--- src/rtl/eprom_pgm_pkg.sv ---
// Shared types and helpers for the EPROM program-and-verify sequencer.
// Assumes all timing parameters are given in whole nanoseconds.
package eprom_pgm_pkg;

    typedef enum logic [3:0] {
        ST_IDLE,
        ST_VCC_ON,
        ST_SETUP,
        ST_PULSE,
        ST_HOLD,
        ST_RELEASE,
        ST_READ,
        ST_FLOAT,
        ST_VPP_OFF,
        ST_DONE
    } seq_state_t;

    // Round a nanosecond interval up to whole clock cycles.
    function automatic int unsigned ns_to_cycles(input int unsigned ns, input int unsigned period);
        return (ns + period - 1) / period;
    endfunction

endpackage

--- src/rtl/eprom_pgm_timer.sv ---
// Down-counting interval timer. Loaded with N-1, it reports expiry on the
// N-th cycle after the load. Assumes the caller loads on a state change.
module eprom_pgm_timer #(
    parameter int unsigned CNT_W = 16
) (
    input  logic             clk,
    input  logic             rst_n,
    input  logic             load,
    input  logic [CNT_W-1:0] load_val,
    output logic             expired
);

    logic [CNT_W-1:0] cnt_q;

    // Load a new interval or count the current one down to zero.
    always_ff @(posedge clk) begin
        if (!rst_n)
            cnt_q <= '0;
        else if (load)
            cnt_q <= load_val;
        else if (cnt_q != '0)
            cnt_q <= cnt_q - 1'b1;
    end

    assign expired = (cnt_q == '0);

endmodule

--- src/rtl/eprom_pgm_verify.sv ---
// Read-back comparator. It captures the compare result when told to and
// holds it until the next capture. Assumes rd_data is settled on capture.
module eprom_pgm_verify #(
    parameter int unsigned DATA_W = 8
) (
    input  logic              clk,
    input  logic              rst_n,
    input  logic              capture,
    input  logic [DATA_W-1:0] rd_data,
    input  logic [DATA_W-1:0] exp_data,
    output logic              match_q
);

    // Register the byte compare at the end of the read window.
    always_ff @(posedge clk) begin
        if (!rst_n)
            match_q <= 1'b0;
        else if (capture)
            match_q <= (rd_data == exp_data);
    end

endmodule

--- src/rtl/eprom_pgm_fsm.sv ---
// Phase sequencer. It steps through supply-up, setup, pulse, hold, bus
// release, read, float and supply-down, and loads the interval timer at
// each timed phase. It latches the command only when idle.
module eprom_pgm_fsm
    import eprom_pgm_pkg::*;
#(
    parameter int unsigned ADDR_W  = 19,
    parameter int unsigned DATA_W  = 8,
    parameter int unsigned CNT_W   = 14,
    parameter int unsigned SETUP_C = 200,
    parameter int unsigned PULSE_C = 10000,
    parameter int unsigned HOLD_C  = 200,
    parameter int unsigned READ_C  = 20,
    parameter int unsigned FLOAT_C = 12
) (
    input  logic              clk,
    input  logic              rst_n,
    input  logic              cmd_valid,
    input  logic [ADDR_W-1:0] cmd_addr,
    input  logic [DATA_W-1:0] cmd_data,
    input  logic              tmr_expired,
    output logic              tmr_load,
    output logic [CNT_W-1:0]  tmr_val,
    output seq_state_t        state_q,
    output logic [ADDR_W-1:0] addr_q,
    output logic [DATA_W-1:0] data_q
);

    seq_state_t state_d;

    // Pick the next phase and the interval for the timer.
    always_comb begin
        state_d  = state_q;
        tmr_load = 1'b0;
        tmr_val  = '0;
        unique case (state_q)
            ST_IDLE:    if (cmd_valid) state_d = ST_VCC_ON;
            ST_VCC_ON: begin
                state_d  = ST_SETUP;
                tmr_load = 1'b1;
                tmr_val  = CNT_W'(SETUP_C - 1);
            end
            ST_SETUP: if (tmr_expired) begin
                state_d  = ST_PULSE;
                tmr_load = 1'b1;
                tmr_val  = CNT_W'(PULSE_C - 1);
            end
            ST_PULSE: if (tmr_expired) begin
                state_d  = ST_HOLD;
                tmr_load = 1'b1;
                tmr_val  = CNT_W'(HOLD_C - 1);
            end
            ST_HOLD:    if (tmr_expired) state_d = ST_RELEASE;
            ST_RELEASE: begin
                state_d  = ST_READ;
                tmr_load = 1'b1;
                tmr_val  = CNT_W'(READ_C - 1);
            end
            ST_READ: if (tmr_expired) begin
                state_d  = ST_FLOAT;
                tmr_load = 1'b1;
                tmr_val  = CNT_W'(FLOAT_C - 1);
            end
            ST_FLOAT:   if (tmr_expired) state_d = ST_VPP_OFF;
            ST_VPP_OFF: state_d = ST_DONE;
            ST_DONE:    state_d = ST_IDLE;
            default:    state_d = ST_IDLE;
        endcase
    end

    // Advance the phase register.
    always_ff @(posedge clk) begin
        if (!rst_n)
            state_q <= ST_IDLE;
        else
            state_q <= state_d;
    end

    // Capture the command only while idle, so later strobes are ignored.
    always_ff @(posedge clk) begin
        if (!rst_n) begin
            addr_q <= '0;
            data_q <= '0;
        end else if (state_q == ST_IDLE && cmd_valid) begin
            addr_q <= cmd_addr;
            data_q <= cmd_data;
        end
    end

endmodule

--- src/rtl/eprom_pgm_seq.sv ---
// Top of the EPROM byte program-and-verify sequencer. It converts the
// nanosecond parameters to cycles, wires the phase FSM, timer and
// comparator, and decodes the pin levels from the phase. Assumes the
// external supplies follow their enables and the bus is driven by
// mem_dq_out only while mem_dq_oe is high.
module eprom_pgm_seq
    import eprom_pgm_pkg::*;
#(
    parameter int unsigned ADDR_W        = 19,
    parameter int unsigned DATA_W        = 8,
    parameter int unsigned CLK_PERIOD_NS = 5,
    parameter int unsigned SETUP_NS      = 1000,
    parameter int unsigned PULSE_NS      = 50000,
    parameter int unsigned HOLD_NS       = 1000,
    parameter int unsigned READ_NS       = 100,
    parameter int unsigned FLOAT_NS      = 60
) (
    input  logic              clk,
    input  logic              rst_n,
    input  logic              cmd_valid,
    input  logic [ADDR_W-1:0] cmd_addr,
    input  logic [DATA_W-1:0] cmd_data,
    output logic              busy,
    output logic              done,
    output logic              pass,
    output logic [ADDR_W-1:0] mem_addr,
    output logic [DATA_W-1:0] mem_dq_out,
    output logic              mem_dq_oe,
    input  logic [DATA_W-1:0] mem_dq_in,
    output logic              mem_oe_n,
    output logic              mem_ce_pgm_n,
    output logic              vcc_hi_en,
    output logic              vpp_en
);

    localparam int unsigned SETUP_C = ns_to_cycles(SETUP_NS, CLK_PERIOD_NS);
    localparam int unsigned PULSE_C = ns_to_cycles(PULSE_NS, CLK_PERIOD_NS);
    localparam int unsigned HOLD_C  = ns_to_cycles(HOLD_NS,  CLK_PERIOD_NS);
    localparam int unsigned READ_C  = ns_to_cycles(READ_NS,  CLK_PERIOD_NS);
    localparam int unsigned FLOAT_C = ns_to_cycles(FLOAT_NS, CLK_PERIOD_NS);
    localparam int unsigned MAX_AB  = (SETUP_C > PULSE_C) ? SETUP_C : PULSE_C;
    localparam int unsigned MAX_CD  = (HOLD_C > READ_C) ? HOLD_C : READ_C;
    localparam int unsigned MAX_ABCD = (MAX_AB > MAX_CD) ? MAX_AB : MAX_CD;
    localparam int unsigned MAX_C   = (MAX_ABCD > FLOAT_C) ? MAX_ABCD : FLOAT_C;
    localparam int unsigned CNT_W   = $clog2(MAX_C + 1);

    // Elaboration guard on the pulse width window and on empty phases.
    if (PULSE_NS < 45000 || PULSE_NS > 105000) begin : g_bad_pulse
        $error("PULSE_NS must lie within 45000..105000");
    end
    if (SETUP_C == 0 || HOLD_C == 0 || READ_C == 0 || FLOAT_C == 0) begin : g_bad_phase
        $error("every timed phase needs at least one cycle");
    end

    seq_state_t        state_q;
    logic              tmr_load;
    logic              tmr_expired;
    logic [CNT_W-1:0]  tmr_val;
    logic [ADDR_W-1:0] addr_q;
    logic [DATA_W-1:0] data_q;

    eprom_pgm_fsm #(
        .ADDR_W (ADDR_W),  .DATA_W (DATA_W), .CNT_W (CNT_W),
        .SETUP_C(SETUP_C), .PULSE_C(PULSE_C), .HOLD_C(HOLD_C),
        .READ_C (READ_C),  .FLOAT_C(FLOAT_C)
    ) i_fsm (
        .clk        (clk),
        .rst_n      (rst_n),
        .cmd_valid  (cmd_valid),
        .cmd_addr   (cmd_addr),
        .cmd_data   (cmd_data),
        .tmr_expired(tmr_expired),
        .tmr_load   (tmr_load),
        .tmr_val    (tmr_val),
        .state_q    (state_q),
        .addr_q     (addr_q),
        .data_q     (data_q)
    );

    eprom_pgm_timer #(.CNT_W(CNT_W)) i_timer (
        .clk     (clk),
        .rst_n   (rst_n),
        .load    (tmr_load),
        .load_val(tmr_val),
        .expired (tmr_expired)
    );

    eprom_pgm_verify #(.DATA_W(DATA_W)) i_verify (
        .clk     (clk),
        .rst_n   (rst_n),
        .capture (state_q == ST_READ && tmr_expired),
        .rd_data (mem_dq_in),
        .exp_data(data_q),
        .match_q (pass)
    );

    // Decode the pin levels and status from the current phase.
    always_comb begin
        busy         = (state_q != ST_IDLE);
        done         = (state_q == ST_DONE);
        vcc_hi_en    = (state_q != ST_IDLE) && (state_q != ST_DONE);
        vpp_en       = state_q inside {ST_SETUP, ST_PULSE, ST_HOLD, ST_RELEASE, ST_READ, ST_FLOAT};
        mem_dq_oe    = state_q inside {ST_SETUP, ST_PULSE, ST_HOLD};
        mem_ce_pgm_n = (state_q != ST_PULSE);
        mem_oe_n     = (state_q != ST_READ);
        mem_addr     = addr_q;
        mem_dq_out   = data_q;
    end

    AST_PGM_NEEDS_SUPPLIES: assert property (@(posedge clk) disable iff (!rst_n)
        !mem_ce_pgm_n |-> (vpp_en && vcc_hi_en));
    AST_VPP_INSIDE_VCC: assert property (@(posedge clk) disable iff (!rst_n)
        vpp_en |-> vcc_hi_en);
    AST_READ_NO_DRIVE: assert property (@(posedge clk) disable iff (!rst_n)
        !mem_oe_n |-> !mem_dq_oe);
    AST_DONE_SINGLE: assert property (@(posedge clk) disable iff (!rst_n)
        done |=> !done);
    AST_PULSE_SETUP_LEVELS: assert property (@(posedge clk) disable iff (!rst_n)
        $fell(mem_ce_pgm_n) |-> (mem_dq_oe && mem_oe_n));
    AST_BUS_HELD: assert property (@(posedge clk) disable iff (!rst_n)
        (busy && $past(busy)) |-> ($stable(mem_addr) && $stable(mem_dq_out)));

endmodule

--- config.mk ---
export PLATFORM = sky130hd
export DESIGN_NAME = eprom_pgm_seq
export DESIGN_NICKNAME = d
export VERILOG_FILES = /design/src/rtl/eprom_pgm_pkg.sv /design/src/rtl/eprom_pgm_timer.sv /design/src/rtl/eprom_pgm_verify.sv /design/src/rtl/eprom_pgm_fsm.sv /design/src/rtl/eprom_pgm_seq.sv
export SDC_FILE = /design/constraint.sdc
export NUM_CORES = 1
export LEC_CHECK = 0
export BUFFER_PORTS_ARGS = -buffer_cell sky130_fd_sc_hd__clkbuf_2
export CAP_MARGIN = 10
export CORE_MARGIN = 8
export CORE_UTILIZATION = 50
export DETAILED_ROUTE_END_ITERATION = 12
export PLACE_DENSITY = 0.8
export RECOVER_POWER = 25
export REMOVE_ABC_BUFFERS = 1
export SETUP_SLACK_MARGIN = 0.1
export SLEW_MARGIN = 5
export SYNTH_ARGS = -nofsm -noshare
export SYNTH_HDL_FRONTEND = slang
export SYNTH_SLANG_ARGS = --single-unit
--- constraint.sdc ---
create_clock -name clk -period 2.7 [get_ports clk]
set_clock_uncertainty 0.05 [all_clocks]
set_input_delay 0.81 -clock clk [delete_from_list [all_inputs] [get_ports clk]]
set_output_delay 0.81 -clock clk [all_outputs]
set_load 0.01 [all_outputs]
==> metrics.md <==
| Metric | Value |
|---|---|
| WHS | 0.415 ns |
| Final setup viols | 0 |
| Metal3 WL | about 540 um |
| Slew @ Worst Pin | slightly above 0.8 ns |
| Initial drt markers | 87 |
| Syn. warnings | 0 |
| Max-slew violation count | 0 |
| Placed cell count | approximately 380 |
| Post-synthesis sequential area ratio | 0.432 |
| Yosys reg bits | 46 |
| Root buffer cell | clkbuf_8 |
| Fin. Hold Viols | 0 |
| WL met1 | ~2300 um |
| Switching share of power | 0.398 |
| Post-layout min period | roughly 2.4 ns |
| Drt drc | 0 |
| Core area | slightly above 0.004 mm2 |
| Gr ovfl total | 0 |
| Non-filler cells, final | between 300 and 400 |
| Type of the worst setup path | reg2reg |
| Highest routed layer | met4 |
| Crit end category | register |
| Most common cell after layout, fill and taps aside | nand2_1 |
| Worst path slowest cell | or4_1 |
| Crit path buf inv count | 1 |
| FP Rows | 23 |
| CP delay by family, top | simple AND/OR/NAND/NOR gates |
| Num ports | 73 |
| Setup Fix Bufs, Post-CTS | 0 |
| Pin count of the biggest net entering global routing | 28 |
| Routed wire length | roughly 5400 um |
| Fraction of layout cells with a size suffix above 1 | 0.203 |
| Max incr delay on CP | 0.57 ns |
| Cell-internal power | around 1.5 mW |
| Metal2 WL | 2460 um |
| Leakage power | 1.07 nW |
| Antenna viol nets, final | 0 |
| Maximum clock rate | 0.422 GHz |
| Die area | between 0.006 and 0.007 mm2 |
| # clock sinks | between 40 and 50 |
| Count of different cell masters after synthesis | 35 |
| Finished Core Util | 0.642 |
| TNS Setup | 0 ns |
| CTS buffer count | 5 |
| Wire length per cell | 13.9 um |
| Post-synth top area cell | dfxtp_1 |
| Fin worst setup slack | 0.329 ns |
| Area delta synth->final | 22.2% |
| Die height | roughly 81 um |
| Antenna cells | 0 |
| # Max-Cap Violations | 0 |
| Chip Width | a little over 80 um |
| Worst EP arrival | roughly 2.6 ns |
| Clock transition at path regs | 0.08 ns |
| Total GRT Usage | 0.173 |
| Crit path top cell by count | or4_1 |
| Switching Power | 981 uW |
| Initial antenna violation count | 0 |
| Comb power frac | 0.438 |
| CP Cell Sequence | inv_1, ha_1, or4b_4, or4_1, or4_1, a21boi_1 |
| Worst Path Max Fanout | 6 |
| Largest cells by area after synthesis | dfxtp_1, nand2_1, a21boi_0, xnor2_1, nor2_1 |
| Clk pwr share | 0.165 |
| Mapped Area | between 0.002 and 0.0025 mm2 |
| DR pass1 iterations | 4 |
| Port bufs | 72 |
| Via Count | approximately 2000 |
| Final nets | between 300 and 400 |
| H-tree depth | 2 |
| Status | finished, final reports clean |
| Setup WS pre-CTS | between 0.3 and 0.4 ns |
| Fin crit share | 0.878 |
| Critical Path RT | ~2.9 ns |
| Area share of the largest cell type after synthesis | 0.432 |
| Most frequent cells in the layout | nand2_1, clkbuf_2, dfxtp_1, a21boi_0, clkbuf_1 |
| Hpwl dp | 4060 um |
| Vias in the first global route | about 2000 |
| Crit start category | register |
| Synthesized area per cell | 8.11 um2 |
| Register share of total power | 0.398 |
| CTS tree | done |
| Post-CTS Resized | 0 |
| Worst hold path type | reg2reg |
| Rel. slew slack | 0.443 |
| Cell count after synthesis | 263 |
| Initial Util | 0.525 |
| Later-pin clock latency in the skew report | roughly 0.31 ns |
| CTS hold repair buffers | 0 |
| Global-route wire length before repair | 9050 um |
| CTS Buffer Depth | 2 |
| RSZ-0062 raised after global routing | false |
| Maximum vdd ir drop | between 0.4 and 0.5 mV |
| Via density | approximately 5.2 |
| RePlAce Congestion | 0.942 |
| Pwr/cell area | around 950 mW/mm2 |
## cell usage after synthesis
cell	instances
nor2_1	17
nand3b_1	1
o211ai_1	1
or4_1	5
mux2_2	1
mux2i_1	1
buf_2	1
nand4b_1	1
a22oi_1	1
clkbuf_1	12
a31oi_1	3
a21boi_0	27
nor3b_1	1
and3_1	4
nand3_1	4
xnor2_1	17
o21ai_1	2
a21boi_1	1
inv_1	5
a21oi_1	10
nor4_2	1
nand2_1	69
dfxtp_1	46
o21ba_2	1
nor2b_1	3
or4b_4	1
nor3_1	6
o22a_1	1
ha_1	2
o31ai_1	4
nand2b_1	2
nor4_1	2
o21ai_0	4
xor2_1	3
nand4_1	3
## area by class of cell
cell class	count	area, um2
Fill cell	385	1450
Multi-Input combinational cell	199	1140
Sequential cell	46	921
Timing Repair Buffer	78	380
Clock buffer	6	72.6
Tap cell	50	62.6
Inverter	5	18.8
Clock inverter	1	7.51
## through the flow
stage	total power [mW]	instance area (um2)
floorplan	1.74	2080
global route	2.67	2610
detailed placement	2.08	2550
CTS	2.49	2630
global placement	2.06	2550
finish	2.46	2610
## worst register-to-register path: cells and delay by family, from the launching register on
family	cells	cell delay, ns
flip-flops	1	0.36
buffers and inverters	1	0.09
AND/OR/NAND/NOR	3	1.56
adder cells (fa/ha/maj)	1	0.13
AO/OA/AOI/OAI	1	0.12
## layer usage
metal  vias up  global-route usage
met2        60               0.270
met4         0              0.0589
li1       1027                   -
met3         6              0.0916
met5         -                   0
met1       899               0.198
## registers in the layout, summed over array words and instances (netlist names)
register          cells
i_fsm.state_q         4
i_timer.cnt_q        14
i_fsm.data_q          8
i_verify.match_q      1
i_fsm.addr_q         19
## power groups by stage
stage / logic (mW) / clock network (mW) / registers [mW]
2_1_floorplan: 0.751 / 0 / 0.990
3_3_place_gp: 1.07 / 0 / 0.986
3_5_place_dp: 1.09 / 0 / 0.996
4_1_cts: 1.10 / 0.413 / 0.981
5_1_grt: 1.22 / 0.442 / 1.00
6_report: 1.08 / 0.405 / 0.980
## worst paths after layout
| check | from | to | slack (ns) | cells after the start |
|---|---|---|---|---|
| max | i_timer.cnt_q[0]$_SDFFE_PN0P_ | i_verify.match_q$_SDFFE_PN0P_ | 0.33 | 6 |
| max reg2reg | i_timer.cnt_q[0]$_SDFFE_PN0P_ | i_verify.match_q$_SDFFE_PN0P_ | 0.33 | 6 |
| min reg2reg | i_fsm.addr_q[9]$_SDFFE_PN0P_ | i_fsm.addr_q[9]$_SDFFE_PN0P_ | 0.42 | 2 |
| min | i_fsm.addr_q[9]$_SDFFE_PN0P_ | i_fsm.addr_q[9]$_SDFFE_PN0P_ | 0.42 | 2 |
## cell families (layout without fill, tap and decap cells)
family                     Yosys count  count (layout)  share of synthesized area
and+or+nand+nor                    120             120                      0.257
DFF                                 46              46                      0.432
AOI/OAI and AO/OA                   55              55                      0.175
adders and majority gates            2               2                     0.0117
xor gates and xnor gates            20              20                     0.0822
buffers and inverters               18              90                     0.0323
muxes                                2               2                    0.00998
(Power assumes the default switching activity.)
